[config.mk]
export PLATFORM = sky130hd
export DESIGN_NAME = cam_match_array
export DESIGN_NICKNAME = d
export VERILOG_FILES = /design/src/rtl/cam_pkg.sv /design/src/rtl/cam_entry_store.sv /design/src/rtl/cam_compare.sv /design/src/rtl/cam_resolve.sv /design/src/rtl/cam_match_array.sv
export SDC_FILE = /design/constraint.sdc
export NUM_CORES = 1
export LEC_CHECK = 0
export BUFFER_PORTS_ARGS = -buffer_cell sky130_fd_sc_hd__buf_2
export CAP_MARGIN = 10
export CORE_AREA = 2 2 49 51
export CTS_CLUSTER_DIAMETER = 80
export DETAILED_ROUTE_END_ITERATION = 10
export DIE_AREA = 0 0 51 53
export PLACE_DENSITY = 0.71
export SLEW_MARGIN = 25
export SYNTH_ARGS = -nofsm -noshare
export SYNTH_HDL_FRONTEND = slang
export SYNTH_HIERARCHICAL = 1
export SYNTH_SLANG_ARGS = --single-unit
[constraint.sdc]
create_clock -name clk -period 1.6 [get_ports clk]
set_clock_uncertainty 0.05 [all_clocks]
set_input_delay 0.32 -clock clk [delete_from_list [all_inputs] [get_ports clk]]
set_output_delay 0.32 -clock clk [all_outputs]
set_load 0.02 [all_outputs]
[src/rtl/cam_pkg.sv]
package cam_pkg;

   typedef enum logic [1:0] {
      HITS_NONE = 2'd0,
      HITS_ONE  = 2'd1,
      HITS_MANY = 2'd2
   } hit_class_e;

endpackage

[src/rtl/cam_entry_store.sv]
module cam_entry_store #(
   parameter int ENTRIES = 4,
   parameter int KEY_W   = 4,
   localparam int IDX_W  = $clog2(ENTRIES)
) (
   input  logic                            clk,
   input  logic                            rst_n,
   input  logic                            load,
   input  logic [IDX_W-1:0]                load_idx,
   input  logic [KEY_W-1:0]                load_key,
   output logic [ENTRIES-1:0][KEY_W-1:0]   entries
);

   for (genvar g = 0; g < ENTRIES; g++) begin : g_entry
      always_ff @(posedge clk or negedge rst_n) begin
         if (!rst_n)
            entries[g] <= '0;
         else if (load && (load_idx == IDX_W'(g)))
            entries[g] <= load_key;
      end
   end

endmodule

[src/rtl/cam_compare.sv]
module cam_compare #(
   parameter int ENTRIES = 4,
   parameter int KEY_W   = 4
) (
   input  logic                            search,
   input  logic [KEY_W-1:0]                key,
   input  logic [ENTRIES-1:0][KEY_W-1:0]   entries,
   output logic [ENTRIES-1:0]              hits
);

   for (genvar g = 0; g < ENTRIES; g++) begin : g_cmp
      assign hits[g] = search && (entries[g] == key);
   end

endmodule

[src/rtl/cam_resolve.sv]
module cam_resolve
   import cam_pkg::*;
#(
   parameter int ENTRIES = 4,
   localparam int IDX_W  = $clog2(ENTRIES)
) (
   input  logic [ENTRIES-1:0] hits,
   output hit_class_e         hclass,
   output logic [IDX_W-1:0]   first_idx
);

   logic many;
   logic [ENTRIES-1:0] rest;

   // lowest-index priority encoder: scan down so the lowest set bit wins
   always_comb begin
      first_idx = '0;
      for (int i = ENTRIES - 1; i >= 0; i--) begin
         if (hits[i]) first_idx = IDX_W'(i);
      end
   end

   // clearing the lowest set bit leaves something only if two or more were set
   assign rest = hits & (hits - ENTRIES'(1));
   assign many = |rest;

   always_comb begin
      if (many)       hclass = HITS_MANY;
      else if (|hits) hclass = HITS_ONE;
      else            hclass = HITS_NONE;
   end

endmodule

[src/rtl/cam_match_array.sv]
module cam_match_array
   import cam_pkg::*;
#(
   parameter int ENTRIES = 4,
   parameter int KEY_W   = 4,
   localparam int IDX_W  = $clog2(ENTRIES)
) (
   input  logic             clk,
   input  logic             rst_n,
   input  logic             req_en,
   input  logic             req_wr,
   input  logic [IDX_W-1:0] req_idx,
   input  logic [KEY_W-1:0] req_key,
   output logic             hit_one,
   output logic             hit_many,
   output logic [IDX_W-1:0] hit_idx
);

   if (ENTRIES < 2) begin : g_bad_entries
      $error("cam_match_array: ENTRIES must be at least 2");
   end
   if (KEY_W < 1) begin : g_bad_key
      $error("cam_match_array: KEY_W must be at least 1");
   end

   logic                          do_load;
   logic                          do_search;
   logic [ENTRIES-1:0][KEY_W-1:0] entries;
   logic [ENTRIES-1:0]            hit_vec;
   hit_class_e                    hclass;
   logic [IDX_W-1:0]              first_idx;

   assign do_load   = req_en && req_wr;
   assign do_search = req_en && !req_wr;

   cam_entry_store #(.ENTRIES(ENTRIES), .KEY_W(KEY_W)) u_store (
      .clk      (clk),
      .rst_n    (rst_n),
      .load     (do_load),
      .load_idx (req_idx),
      .load_key (req_key),
      .entries  (entries)
   );

   cam_compare #(.ENTRIES(ENTRIES), .KEY_W(KEY_W)) u_cmp (
      .search  (do_search),
      .key     (req_key),
      .entries (entries),
      .hits    (hit_vec)
   );

   cam_resolve #(.ENTRIES(ENTRIES)) u_res (
      .hits      (hit_vec),
      .hclass    (hclass),
      .first_idx (first_idx)
   );

   always_ff @(posedge clk or negedge rst_n) begin
      if (!rst_n) begin
         hit_one  <= 1'b0;
         hit_many <= 1'b0;
         hit_idx  <= '0;
      end else begin
         hit_one  <= (hclass == HITS_ONE);
         hit_many <= (hclass == HITS_MANY);
         hit_idx  <= first_idx;
      end
   end


   flags_exclusive_chk: assert property (@(posedge clk) disable iff (!rst_n)
      !(hit_one && hit_many));


   idle_quiet_chk: assert property (@(posedge clk) disable iff (!rst_n)
      !req_en |=> (!hit_one && !hit_many && hit_idx == '0));


   load_quiet_chk: assert property (@(posedge clk) disable iff (!rst_n)
      (req_en && req_wr) |=> (!hit_one && !hit_many));


   miss_index_zero_chk: assert property (@(posedge clk) disable iff (!rst_n)
      (!hit_one && !hit_many) |-> (hit_idx == '0));


   lowest_index_chk: assert property (@(posedge clk) disable iff (!rst_n)
      (|hit_vec) |=> ((($past(hit_vec) >> hit_idx) & ENTRIES'(1)) == ENTRIES'(1)
                      && ($past(hit_vec) & ((ENTRIES'(1) << hit_idx) - ENTRIES'(1))) == '0));


   load_then_search_chk: assert property (@(posedge clk) disable iff (!rst_n)
      (req_en && !req_wr && $past(req_en && req_wr) && req_key == $past(req_key))
      |=> (hit_one || hit_many));

endmodule

==> Word level (Yosys, flattened, before mapping) <==
Index checks and enable logic that the tools add are counted.
W data, S select, Z words.
{ "classes": {"n_mul": 0, "n_addsub": 1, "n_bitwise": 1, "shift": 0, "magnitude_cmp": 0, "div": 0, "reduce_logical": 14, "muxes": 6, "n_eq_ne": 9} }
{ "op_table": {"columns": ["operator", "count"], "rows": [
  ["$eq A4 B4 Y1", 4],
  ["$logic_and A1 B1 Y1", 10],
  ["$mux W2", 5],
  ["$reduce_or A4 Y1", 2],
  ["$eq A2 B2 Y1 const B", 3],
  ["$and A4 B4 Y4", 1],
  ["$eq A2 B1 Y1 const B", 2],
  ["$sub A4 B1 Y4 const B", 1],
  ["$logic_not A2 Y1", 1],
  ["$logic_not A1 Y1", 1],
  ["$mux W1", 1]
]} }
{ "totals": {"mem_bits_ro": 0, "mem_bits_rw": 0, "reg_bits": 20, "elab_cells": 38, "input_bits": 10, "mem_count": 0, "latchBits": 0} }

==> Logic depth before layout (Yosys ltp) <==
Gate-level depths: netlist (run 1).
{ "depth": {"word_depth": 8, "ltp_mapped": 8, "mapped_depth_nobuf": 6} }

==> By module <==
The synthesis (run 1) kept the hierarchy.
{ "by_module_without_submodules": {"columns": ["mod", "seq_area_each_um2", "area_per_inst_um2", "n_inst", "cells_each"], "rows": [
  ["cam_entry_store", 400.4, 619.3, 1, 36],
  ["cam_compare", 0.0, 205.2, 1, 29],
  ["cam_match_array", 100.1, 125.1, 1, 8],
  ["cam_resolve", 0.0, 90.1, 1, 15]
]} }

==> Worst setup path before layout (run 1) <==
No wires, ideal clock.
{ "synth_path": {"kind": "input to register", "startpoint": "input port req_en", "endpoint": "register hit_one", "setup_slack_ps": -126, "cell_stages": 7, "arrival_ps": 1558, "setup_time_ps": 118, "cell_sequence": "nor2b_1 o2111ai_1 nor3_1 clkbuf_1 xor2_1 a211o_1 nor2b_1"} }
{ "synth_between": {"elab_chain_len": 7} }
{ "synth_lines": {"columns": ["item", "line", "text"], "rows": [
  ["start: declaration", "cam_match_array.sv:10", "input logic req_en,"],
  ["$logic_and A1 B1 Y1 *", "cam_match_array.sv:34", "assign do_search = req_en && !req_wr;"],
  ["$logic_and A1 B1 Y1 *", "cam_compare.sv:12", "assign hits[g] = search && (entries[g] == key);"],
  ["net hit_vec[0]", "cam_match_array.sv:29", "logic [ENTRIES-1:0] hit_vec;"],
  ["$sub A4 B1 Y4", "cam_resolve.sv:24", "assign rest = hits & (hits - ENTRIES'(1));"],
  ["$and A4 B4 Y4", "cam_resolve.sv:24", null],
  ["$reduce_or A4 Y1", "cam_resolve.sv:25", "assign many = |rest;"],
  ["$mux W2 *", "cam_resolve.sv:28", "if (many) hclass = HITS_MANY;"],
  ["net hclass[0]", "cam_match_array.sv:30", "hit_class_e hclass;"],
  ["$eq A2 B1 Y1 *", "cam_match_array.sv:64", "hit_one <= (hclass == HITS_ONE);"],
  ["end signal: assignment", "cam_match_array.sv:64", null],
  ["end: declaration", "cam_match_array.sv:14", "output logic hit_one,"]
]} }
Mark *: on every way through the listed nets, which the timed path passes. The rest lies on a longest branch.
A chain may end at the register's enable or synchronous reset.

==> Worst setup path after layout (run 1) <==
{ "layout_path": {"startpoint": "register u_store/entries[14] (netlist name)", "endpoint": "register hit_one"} }
{ "layout_between": {"elab_chain_len": 7} }
{ "layout_lines": {"columns": ["item", "line", "text"], "rows": [
  ["start: declaration", "cam_entry_store.sv:11", "output logic [ENTRIES-1:0][KEY_W-1:0] entries"],
  ["start signal: indexed assignment", "cam_entry_store.sv:19", "entries[g] <= load_key;"],
  ["$eq A4 B4 Y1 *", "cam_compare.sv:12", null],
  ["$logic_and A1 B1 Y1 *", "cam_compare.sv:12", null],
  ["net hit_vec[3]", "cam_match_array.sv:29", null],
  ["$sub A4 B1 Y4", "cam_resolve.sv:24", null],
  ["$and A4 B4 Y4", "cam_resolve.sv:24", null],
  ["$reduce_or A4 Y1", "cam_resolve.sv:25", null],
  ["$mux W2 *", "cam_resolve.sv:28", null],
  ["net hclass[0]", "cam_match_array.sv:30", null],
  ["$eq A2 B1 Y1 *", "cam_match_array.sv:64", null]
]} }
Marked as above.

==> results of run 1 <==
==> layer usage <==
layer	routed length, µm	up-vias	global-route usage (%)	part of all wire [%]
li1	-	367	-	-
met1	929	388	21.8	43
met2	1090	23	27.9	50
met3	104	6	7.34	4.8
met4	55	0	5.86	2.5
met5	0	-	0	0
==> per-stage QoR <==
stage	power, mW	utilization [%]	instances
after floorplan	0.864	-	88
after global placement	0.953	56.6	136
after detailed placement	0.966	56.6	136
after CTS	1.28	60.4	143
after global routing	1.37	62.3	145
final	1.29	62.3	145
==> flip-flops by register name, indices dropped and copies added, names as in the netlist <==
register / cells
hit_idx: 2
u_store/entries: 16
hit_one: 1
hit_many: 1
==> repair_timing <==
item                       CTS  global route
hold buffers                 1             0
gates resized for setup      4             6
hold endpoints to repair    20             0
setup endpoints to repair    2             2
setup buffers                2             2
pin swaps                    6             4
==> path summary, 6_finish.rpt <==
path,from,endpoint,slack (ns)
hold / removal,req_key[3],u_store/entries[3],0.32
min in group asynchronous,rst_n,u_store/entries[7],0.43
setup reg to reg,u_store/entries[14],hit_one,-0.17
setup / recovery,u_store/entries[14],hit_one,-0.17
max in group asynchronous,rst_n,hit_many,0.76
hold reg to reg,u_store/entries[2],u_store/entries[2],0.49
==> cells in the mapped netlist, types with 2 or more instances <==
master	count
nor3_1	2
mux2_2	16
o21ai_0	2
nor4b_1	2
a21oi_1	2
o2111ai_1	2
dfrtp_1	20
inv_1	3
xor2_1	7
nand2_1	3
nand3b_1	2
xnor2_1	4
clkbuf_1	2
nand2b_1	4
nor4_1	2
nor2b_1	3
==> cell type report <==
type	count	area share, %
Multi-Input combinational cell	61	42.4
Tap cell	28	2.62
Clock buffer	4	2.71
Inverter	4	1.12
Timing Repair Buffer	28	13.7
Sequential cell	20	37.4
==> where the power goes <==
part	switching (mW)	total, mW	internal [mW]	leakage [nW]
Combinational	0.153	0.335	0.183	0.337
Sequential	0.0685	0.670	0.601	0.247
Clock	0.146	0.285	0.139	0.0210
==> cells by family after synthesis <==
kind of cell / Yosys count / synth area share [%]
mux: 16 / 17.3
buf+inv: 7 / 2.89
compound gates: 10 / 6.86
xor+xnor: 11 / 9.27
flops: 20 / 48.1
simple gates: 24 / 15.5
==> worst reg2reg max path: cells and delay by family (launching register included) <==
| family | cells | cell delay [ns] |
|---|---|---|
| AND/OR/NAND/NOR | 3 | 0.70 |
| flip-flops | 1 | 0.40 |
| buffers and inverters | 1 | 0.19 |
| AO/OA/AOI/OAI | 1 | 0.18 |
| XOR/XNOR | 1 | 0.16 |
==> cell usage in the layout, fill, tap and decap left out <==
master         instances
buf_4                 13
nand3_1                1
inv_1                  3
nand2_1                3
nor2_2                 1
nor4b_1                1
nor3_1                 1
dfrtp_1               20
o2111ai_2              2
o21ai_1                1
o21ai_0                1
nor2b_2                1
mux2_2                16
a211o_1                1
nand3b_1               2
xnor2_1                4
o2bb2ai_1              1
xor2_1                 7
nor4b_4                1
a21oi_2                1
a21oi_1                1
nor3b_4                1
nand2b_1               4
clkbuf_8               1
and2_1                 1
buf_2                 13
a22o_1                 1
inv_2                  1
nor4_2                 2
buf_6                  1
dlygate4sd3_1          1
a211oi_2               1
or2b_1                 1
nor2b_1                2
clkbuf_4               3
nor3_2                 2
==> run metrics, run 1 <==
clk slew on worst S/H paths 0.11 ns; via count 784; CP arrival 1.93 ns; Avg WL per Cell 15.0 µm; port bufs 13; GRT Resource Usage Total 17.7%; status finished, violations left; gp weighted congestion 0.817; vias in the first global route 759; first-pass GRT wire length 3.46 mm; Final Max Tran Viols 0; Syn Area/Cell 11.8 µm²; Fin Hold WS 0.315 ns; Fmax 0.566 GHz; ys async rst share 100%; core box area 2150 µm²; cell area after synthesis 1040 µm²; Tcrit/Tclk final 110%; Root Driver clkbuf_4; Lkg Pwr 0.605 nW; Skew-Pair Late Insertion Delay 0.30 ns; final net count 128; DP Worst Slack -0.240 ns; initial antenna violation count 0; Slew HR 70.7%; die width 51 µm; top cell type by total area after synthesis dfrtp_1; path depth of the worst reg2reg path 6; area grow syn2layout 28.8%; Post-synth EDFFs 0; CP cell instances xor2_1 > nor4_2 > buf_4 > nor4b_1 > a211o_1 > nor2b_1; CP Class flop to flop; Syn. warnings 6; # IOs 14; unique cell type count in the Yosys netlist 28; Seq/Total Area, Yosys 48.1%; iteration-0 DRC count of the detailed router 14; remaining antenna violation count 0; Tightest Pin Transition 0.440 ns; largest net degree at the start of global routing 21; crit end category flop; Seq. cell area 500 µm²; CTS tree yes; setup TNS -0.260 ns; CTS sink cnt 20; hold path depth 2; unrepaired setup endpoints after global routing true; H-tree depth 1; Synth area leaders dfrtp_1 48%, mux2_2 17%, xor2_1 5.9%, xnor2_1 3.4%, nand2b_1 2.4%; Buf/Inv on CP 1; Area after DPL 1210 µm²; final WL 2.18 mm; Max Cap Viol 0; Antenna Cells 0; CP top delay family simple AND/OR/NAND/NOR gates; CP required 1.77 ns; Hold Crit Class input port to flop; CP max-delay cell dfrtp_1; slowest stage delay, CP 0.40 ns; dpl hpwl 1.46 mm; die area 2700 µm²; Clock Tree Buf Depth 2; Setup-failing EPs final 2; Multi-input gate area 568 µm²; Rows 17; maximum vdd drop 0.644 mV; worst setup margin -0.168 ns; Layout Cell Area excl Fill 1340 µm²; fin crit period 1.77 ns; power per cell area 963 nW/µm²; Most used DFF post-synth dfrtp_1; CTS buffer count 3; failing checks negative setup slack; share of cells above drive strength 1 51.3%; Syn Inst Count 88; CP Launch Type flop; Mapped Nets 98; Final Hold Viols 0; Filler cells 182; Starting Density 48.4%; # DRC 0; DR pass1 iterations 4; die height 53 µm; total grt overflow 0; post-synth top area share 48.1%; crit path max fanout 5; WP depth 6; vias per cell 5.41; #FFs+latches synth 20
Note: power is estimated with default switching activity, not from simulation.
==> run 2, diff against run 1 <==
--- a/config.mk
+++ b/config.mk
@@ -7,11 +7,11 @@
 export LEC_CHECK = 0
 export BUFFER_PORTS_ARGS = -buffer_cell sky130_fd_sc_hd__buf_2
 export CAP_MARGIN = 10
-export CORE_AREA = 2 2 49 51
+export CORE_AREA = 2 2 47 49
 export CTS_CLUSTER_DIAMETER = 80
 export DETAILED_ROUTE_END_ITERATION = 10
-export DIE_AREA = 0 0 51 53
-export PLACE_DENSITY = 0.71
+export DIE_AREA = 0 0 49 51
+export PLACE_DENSITY = 0.74
 export SLEW_MARGIN = 25
 export SYNTH_ARGS = -nofsm -noshare
 export SYNTH_HDL_FRONTEND = slang
==> constraint.sdc (replaced) <==
create_clock -name clk -period 1.85 [get_ports clk]
set_clock_uncertainty 0.05 [all_clocks]
set_input_delay 0.37 -clock clk [delete_from_list [all_inputs] [get_ports clk]]
set_output_delay 0.37 -clock clk [all_outputs]
set_load 0.02 [all_outputs]
==> run 2 against run 1 <==
Net effect: the run now ends clean; non-clock buffer count down 9; routed wire length down 16%; via count down 9.6%; design area down 8.0%; sequential power down 14%; worst hold slack better by 0.069 ns; cell count down 6.2%; sequential share of layout area up 3.3 points; clock-buffer cell count down 1; register-to-register slack better by 0.29 ns; die area down 7.5%; critical path depth unchanged; critical endpoint unchanged.
==> run metrics, run 2 (same netlist as run 1, synthesis figures left out) <==
final WL 1.82 mm (-16%); port bufs 13 (unchanged); Starting Density 50.4% (+2.0 points); final net count 119 (-7.0%); placed cell count 131 (-3.7%); vias in the first global route 690 (-9.1%); Avg WL per Cell 13.4 µm (-11%); Layout Cell Area excl Fill 1230 µm² (-8.0%); Buf/Inv on CP 0 (-1); share of cells above drive strength 1 38.9% (-12 points); CTS sink cnt 20 (unchanged); most frequent cells in the layout 20 x dfrtp_1, 16 x mux2_2, 13 x buf_2; Net Sw Power 0.291 mW (-21%); H-tree depth 1 (unchanged); Comb power frac 20.0% (-6.0 points); # IOs 14 (unchanged); GRT Resource Usage Total 17.0% (-0.62 points); clk slew on worst S/H paths 0.11 ns (about the same); Antenna Cells 0 (unchanged); Skew-Pair Late Insertion Delay 0.30 ns (about the same); Hold Crit Class input port to flop; largest net degree at the start of global routing 21 (unchanged); Filler cells 188 (+3.3%); internal power 0.869 mW (-5.8%); CP cell instances xnor2_1 > o2111ai_1 > nor3_2 > xor2_1 > a211o_1 > nor2b_1; # DRC 0 (unchanged); setup TNS 0 ns (+0.260 ns); slowest stage delay, CP 0.41 ns (about the same); CTS tree yes; max reg flops 16 (unchanged); CP Class flop to flop; remaining antenna violation count 0 (unchanged); crit end category flop; Clock Tree Buf Depth 2 (unchanged); area grow syn2layout 18.4%; CP required 2.00 ns (+0.23 ns); Fmax 0.580 GHz (+2.5%); maximum vdd drop 0.537 mV (-16%); dpl hpwl 1.37 mm (-6.4%); Max Cap Viol 0 (unchanged); reg-to-reg setup timing slack 0.13 ns (+0.29 ns); Final Hold Viols 0 (unchanged); Area after DPL 1160 µm² (-4.3%); die area 2500 µm² (-7.5%); first-pass GRT wire length 3.10 mm (-10%); CP max-delay cell dfrtp_1; clock share of power 30.4% (+8.3 points); commonest non-fill, non-tap cell in the layout dfrtp_1; die width 49 µm (-3.9%); vias per cell 5.21 (-3.6%); CP Launch Type flop; total grt overflow 0 (unchanged); Setup-failing EPs final 0 (-2); CP top delay family compound AO/OA/AOI/OAI gates; via count 709 (-9.6%); crit path max fanout 4 (-1); CP arrival 1.87 ns (-0.06 ns); Tightest Pin Transition 0.444 ns (+0.00454 ns); Root Driver clkbuf_4; Tcrit/Tclk final 93.2% (-17 points); Net Sw Frac 25.1% (-3.4 points); initial antenna violation count 0 (unchanged); Setup Buffers After CTS 0 (-2); CTS buffer count 3 (unchanged); non-filler instance count after layout 136 (-6.2%); worst setup margin 0.125 ns (+0.293 ns); DP Worst Slack -0.0385 ns (+0.202 ns); WP depth 6 (unchanged); path depth of the worst reg2reg path 6 (unchanged); gp weighted congestion 0.757 (-7.4%); Rows 17 (unchanged); power per cell area 943 nW/µm² (-2.1%); Flop pwr share 49.6% (-2.3 points); hold path depth 2 (unchanged); unrepaired setup endpoints after global routing false; status finished clean; Slew HR 70.4% (-0.30 points); fin crit period 1.72 ns (-0.0430 ns); DR pass1 iterations 4 (unchanged); Lkg Pwr 0.562 nW (-7.2%); fin util 59.7% (-2.6 points); die height 51 µm (-3.8%); Biggest register u_store/entries; core box area 2060 µm² (-4.0%); iteration-0 DRC count of the detailed router 3 (-11); Final Max Tran Viols 0 (unchanged); Largest regs u_store/entries x16, hit_idx x2
-- run 2: layout make-up --
class                   count  area (µm²)  share of cell area [%]
well taps                  28        35.0                    2.85
multi-input cells          61         515                    41.9
flip-flops and latches     20         500                    40.7
clock buffers               3        22.5                    1.83
clock inverters             1        30.0                    2.44
repair buffers             19         113                    9.15
inverters                   4        15.0                    1.22
-- run 2: final timing paths --
kind / endpoint / from
setup / recovery: hit_one / u_store/entries[6]
hold / removal: u_store/entries[9] / req_key[1]
setup reg to reg: hit_one / u_store/entries[6]
hold reg to reg: u_store/entries[12] / u_store/entries[12]
max in group asynchronous: u_store/entries[14] / rst_n
min in group asynchronous: hit_idx[0] / rst_n
-- run 2: routing by layer --
metal | vias to the layer above | wire length (µm) | track usage (%) | share of wire [%]
li1 | 350 | - | - | -
met1 | 343 | 770 | 20.3 | 42
met2 | 14 | 986 | 29.5 | 54
met3 | 2 | 52 | 3.51 | 2.9
met4 | 0 | 14 | 8.57 | 0.77
met5 | - | 0 | 0 | 0
-- run 2: power by group through the flow --
stage / Clock, mW / Combinational [mW] / Sequential (mW)
after floorplan: 0 / 0.161 / 0.578
after detailed placement: 0 / 0.232 / 0.584
after global placement: 0 / 0.226 / 0.581
final: 0.353 / 0.232 / 0.575
after CTS: 0.367 / 0.235 / 0.576
after global routing: 0.385 / 0.262 / 0.585
-- run 2: stage by stage --
stage	power, mW	hold WS [ns]
floorplan	0.738	0.0244
global placement	0.807	0.283
detailed placement	0.816	0.293
CTS	1.18	0.370
global route	1.23	0.379
finish	1.16	0.384
-- run 2: repair_timing --
item / in CTS / in global routing
resized for setup: 0 / 1
hold buffers: 1 / 0
setup endpoints to repair: 0 / 1
hold endpoints to repair: 20 / 0
==> run 3, diff against run 2 <==
--- a/config.mk
+++ b/config.mk
@@ -7,11 +7,12 @@
 export LEC_CHECK = 0
 export BUFFER_PORTS_ARGS = -buffer_cell sky130_fd_sc_hd__buf_2
 export CAP_MARGIN = 10
-export CORE_AREA = 2 2 47 49
+export CORE_AREA = 2 2 46 48
+export CTS_BUF_LIST = sky130_fd_sc_hd__clkbuf_2
 export CTS_CLUSTER_DIAMETER = 80
 export DETAILED_ROUTE_END_ITERATION = 10
-export DIE_AREA = 0 0 49 51
-export PLACE_DENSITY = 0.74
+export DIE_AREA = 0 0 48 50
+export PLACE_DENSITY = 0.77
 export SLEW_MARGIN = 25
 export SYNTH_ARGS = -nofsm -noshare
 export SYNTH_HDL_FRONTEND = slang
==> run 3 against run 2 <==
Net effect: worst hold slack got worse by 0.0058 ns; global-route usage increased by 1.2 points; first-iteration DRC count increased by 33%; fmax increased by 2.0%; design area decreased by 2.5%; critical endpoint unchanged; highest routed layer unchanged.
==> run metrics, run 3 (same netlist as run 1, synthesis figures left out) <==
largest net degree at the start of global routing 21 (unchanged); DR pass1 iterations 4 (unchanged); Antenna Cells 0 (unchanged); CTS sink cnt 20 (unchanged); crit path max fanout 7 (+3); status finished clean; CP top delay family flip-flops; Net Sw Power 0.290 mW (-0.52%); DP Worst Slack -0.0441 ns (-0.00559 ns); dpl hpwl 1.43 mm (+4.9%); fin crit period 1.69 ns (-0.0346 ns); vias in the first global route 718 (+4.1%); Buf/Inv on CP 1 (+1); total grt overflow 0 (unchanged); # DRC 0 (unchanged); Tightest Pin Transition 0.440 ns (-0.00440 ns); met1 Use GR 23.4% (+3.1 points); Setup-failing EPs final 0 (unchanged); Max Cap Viol 0 (unchanged); CP Class flop to flop; Fmax 0.592 GHz (+2.0%); # IOs 14 (unchanged); power per cell area 821 nW/µm² (-13%); CTS tree yes; slowest stage delay, CP 0.43 ns (+0.02 ns); Avg WL per Cell 14.2 µm (+5.8%); clock share of power 17.3% (-13 points); Starting Density 54.7% (+4.3 points); Lkg Pwr 0.551 nW (-1.9%); die height 50 µm (-2.0%); H-tree depth 1 (unchanged); unrepaired setup endpoints after global routing false; core box area 1900 µm² (-7.8%); initial antenna violation count 0 (unchanged); max reg flops 16 (unchanged); Final Hold Viols 0 (unchanged); crit end category flop; final net count 120 (+0.84%); Largest regs u_store/entries x16, hit_idx x2; die width 48 µm (-2.0%); CP required 2.02 ns (+0.02 ns); Filler cells 160 (-15%); port bufs 13 (unchanged); area grow syn2layout 15.4%; most frequent cells in the layout 20 x dfrtp_1, 16 x mux2_2, 13 x buf_2; remaining antenna violation count 0 (unchanged); worst setup margin 0.160 ns (+0.0346 ns); maximum vdd drop 0.509 mV (-5.2%); first-pass GRT wire length 3.13 mm (+0.87%); final WL 1.92 mm (+5.0%); Biggest register u_store/entries; Clock Tree Buf Depth 2 (unchanged); Final Max Tran Viols 0 (unchanged); CP Launch Type flop; gp weighted congestion 0.875 (+16%); Slew HR 70.7% (+0.29 points); Net Sw Frac 29.4% (+4.3 points); Layout Cell Area excl Fill 1200 µm² (-2.5%); Area after DPL 1170 µm² (+0.54%); Root Driver clkbuf_2; met3 GRT Util 3.30% (-0.21 points); commonest non-fill, non-tap cell in the layout dfrtp_1; die area 2400 µm² (-4.0%); clk slew on worst S/H paths 0.17 ns (+0.06 ns); CP cell instances or2b_1 > o2111ai_1 > nor3_2 > buf_4 > xor2_1 > a211o_1 > nor2b_1; internal power 0.696 mW (-20%); grt met2 use 30.0% (+0.55 points); vias per cell 5.54 (+6.3%); fin util 63.1% (+3.4 points); Flop pwr share 58.6% (+9.0 points); Fin Hold WS 0.378 ns (-0.00581 ns); Skew-Pair Late Insertion Delay 0.31 ns (about the same); Setup Buffers After CTS 0 (unchanged); via count 748 (+5.5%); CTS buffer count 3 (unchanged); Tcrit/Tclk final 91.4% (-1.9 points); GRT Resource Usage Total 18.3% (+1.2 points); share of cells above drive strength 1 38.9% (unchanged); iteration-0 DRC count of the detailed router 4 (+1); CP arrival 1.86 ns (about the same); CP max-delay cell dfrtp_1; Rows 16 (-1); Comb power frac 24.1% (+4.1 points); GR peak layer met2; Hold Crit Class input port to flop
## run 3: through the flow
stage | std cells | power (mW) | TNS [ns]
finish | 135 | 0.986 | 0
global route | 135 | 1.04 | 0
CTS | 135 | 0.989 | 0
detailed placement | 131 | 0.820 | -0.0467
global placement | 131 | 0.808 | 0
floorplan | 88 | 0.738 | 0
## run 3: area by class of cell
cell class / instances / area [µm²] / share of cell area (%)
multi-input combinational: 61 / 515 / 43.0
sequential: 20 / 500 / 41.7
timing repair buffer: 20 / 120 / 10.0
tap: 27 / 33.8 / 2.82
clock buffer: 3 / 15.0 / 1.25
inverter: 4 / 15.0 / 1.25
## run 3: power groups by stage
stage / combinational [mW] / clock [mW] / sequential, mW
floorplan: 0.161 / 0 / 0.578
global placement: 0.228 / 0 / 0.580
detailed placement: 0.233 / 0 / 0.587
CTS: 0.236 / 0.176 / 0.577
global route: 0.262 / 0.190 / 0.589
finish: 0.237 / 0.171 / 0.578
## run 3: worst paths after layout
| path | from | to | slack, ns | cells after the start |
|---|---|---|---|---|
| worst min-delay path | req_key[3] | u_store/entries[11] | 0.38 | 2 |
| max in group asynchronous | rst_n | u_store/entries[9] | 1.00 | 2 |
| worst max register to register | u_store/entries[5] | hit_one | 0.16 | 7 |
| worst max-delay path | u_store/entries[5] | hit_one | 0.16 | 7 |
| min in group asynchronous | rst_n | u_store/entries[4] | 0.45 | 2 |
| worst min register to register | u_store/entries[6] | u_store/entries[6] | 0.50 | 1 |
## run 3: routing by layer
metal | part of all wire (%) | up-vias
li1 | - | 353
met1 | 47 | 372
met2 | 48 | 20
met3 | 3.9 | 3
met4 | 1.1 | 0
met5 | 0 | -
## run 3: repair_timing
| item | CTS | global route |
|---|---|---|
| setup endpoints to repair | 0 | 1 |
| endpoints found under the hold margin | 20 | 0 |
| hold buffers | 1 | 0 |
| resized for setup | 0 | 1 |
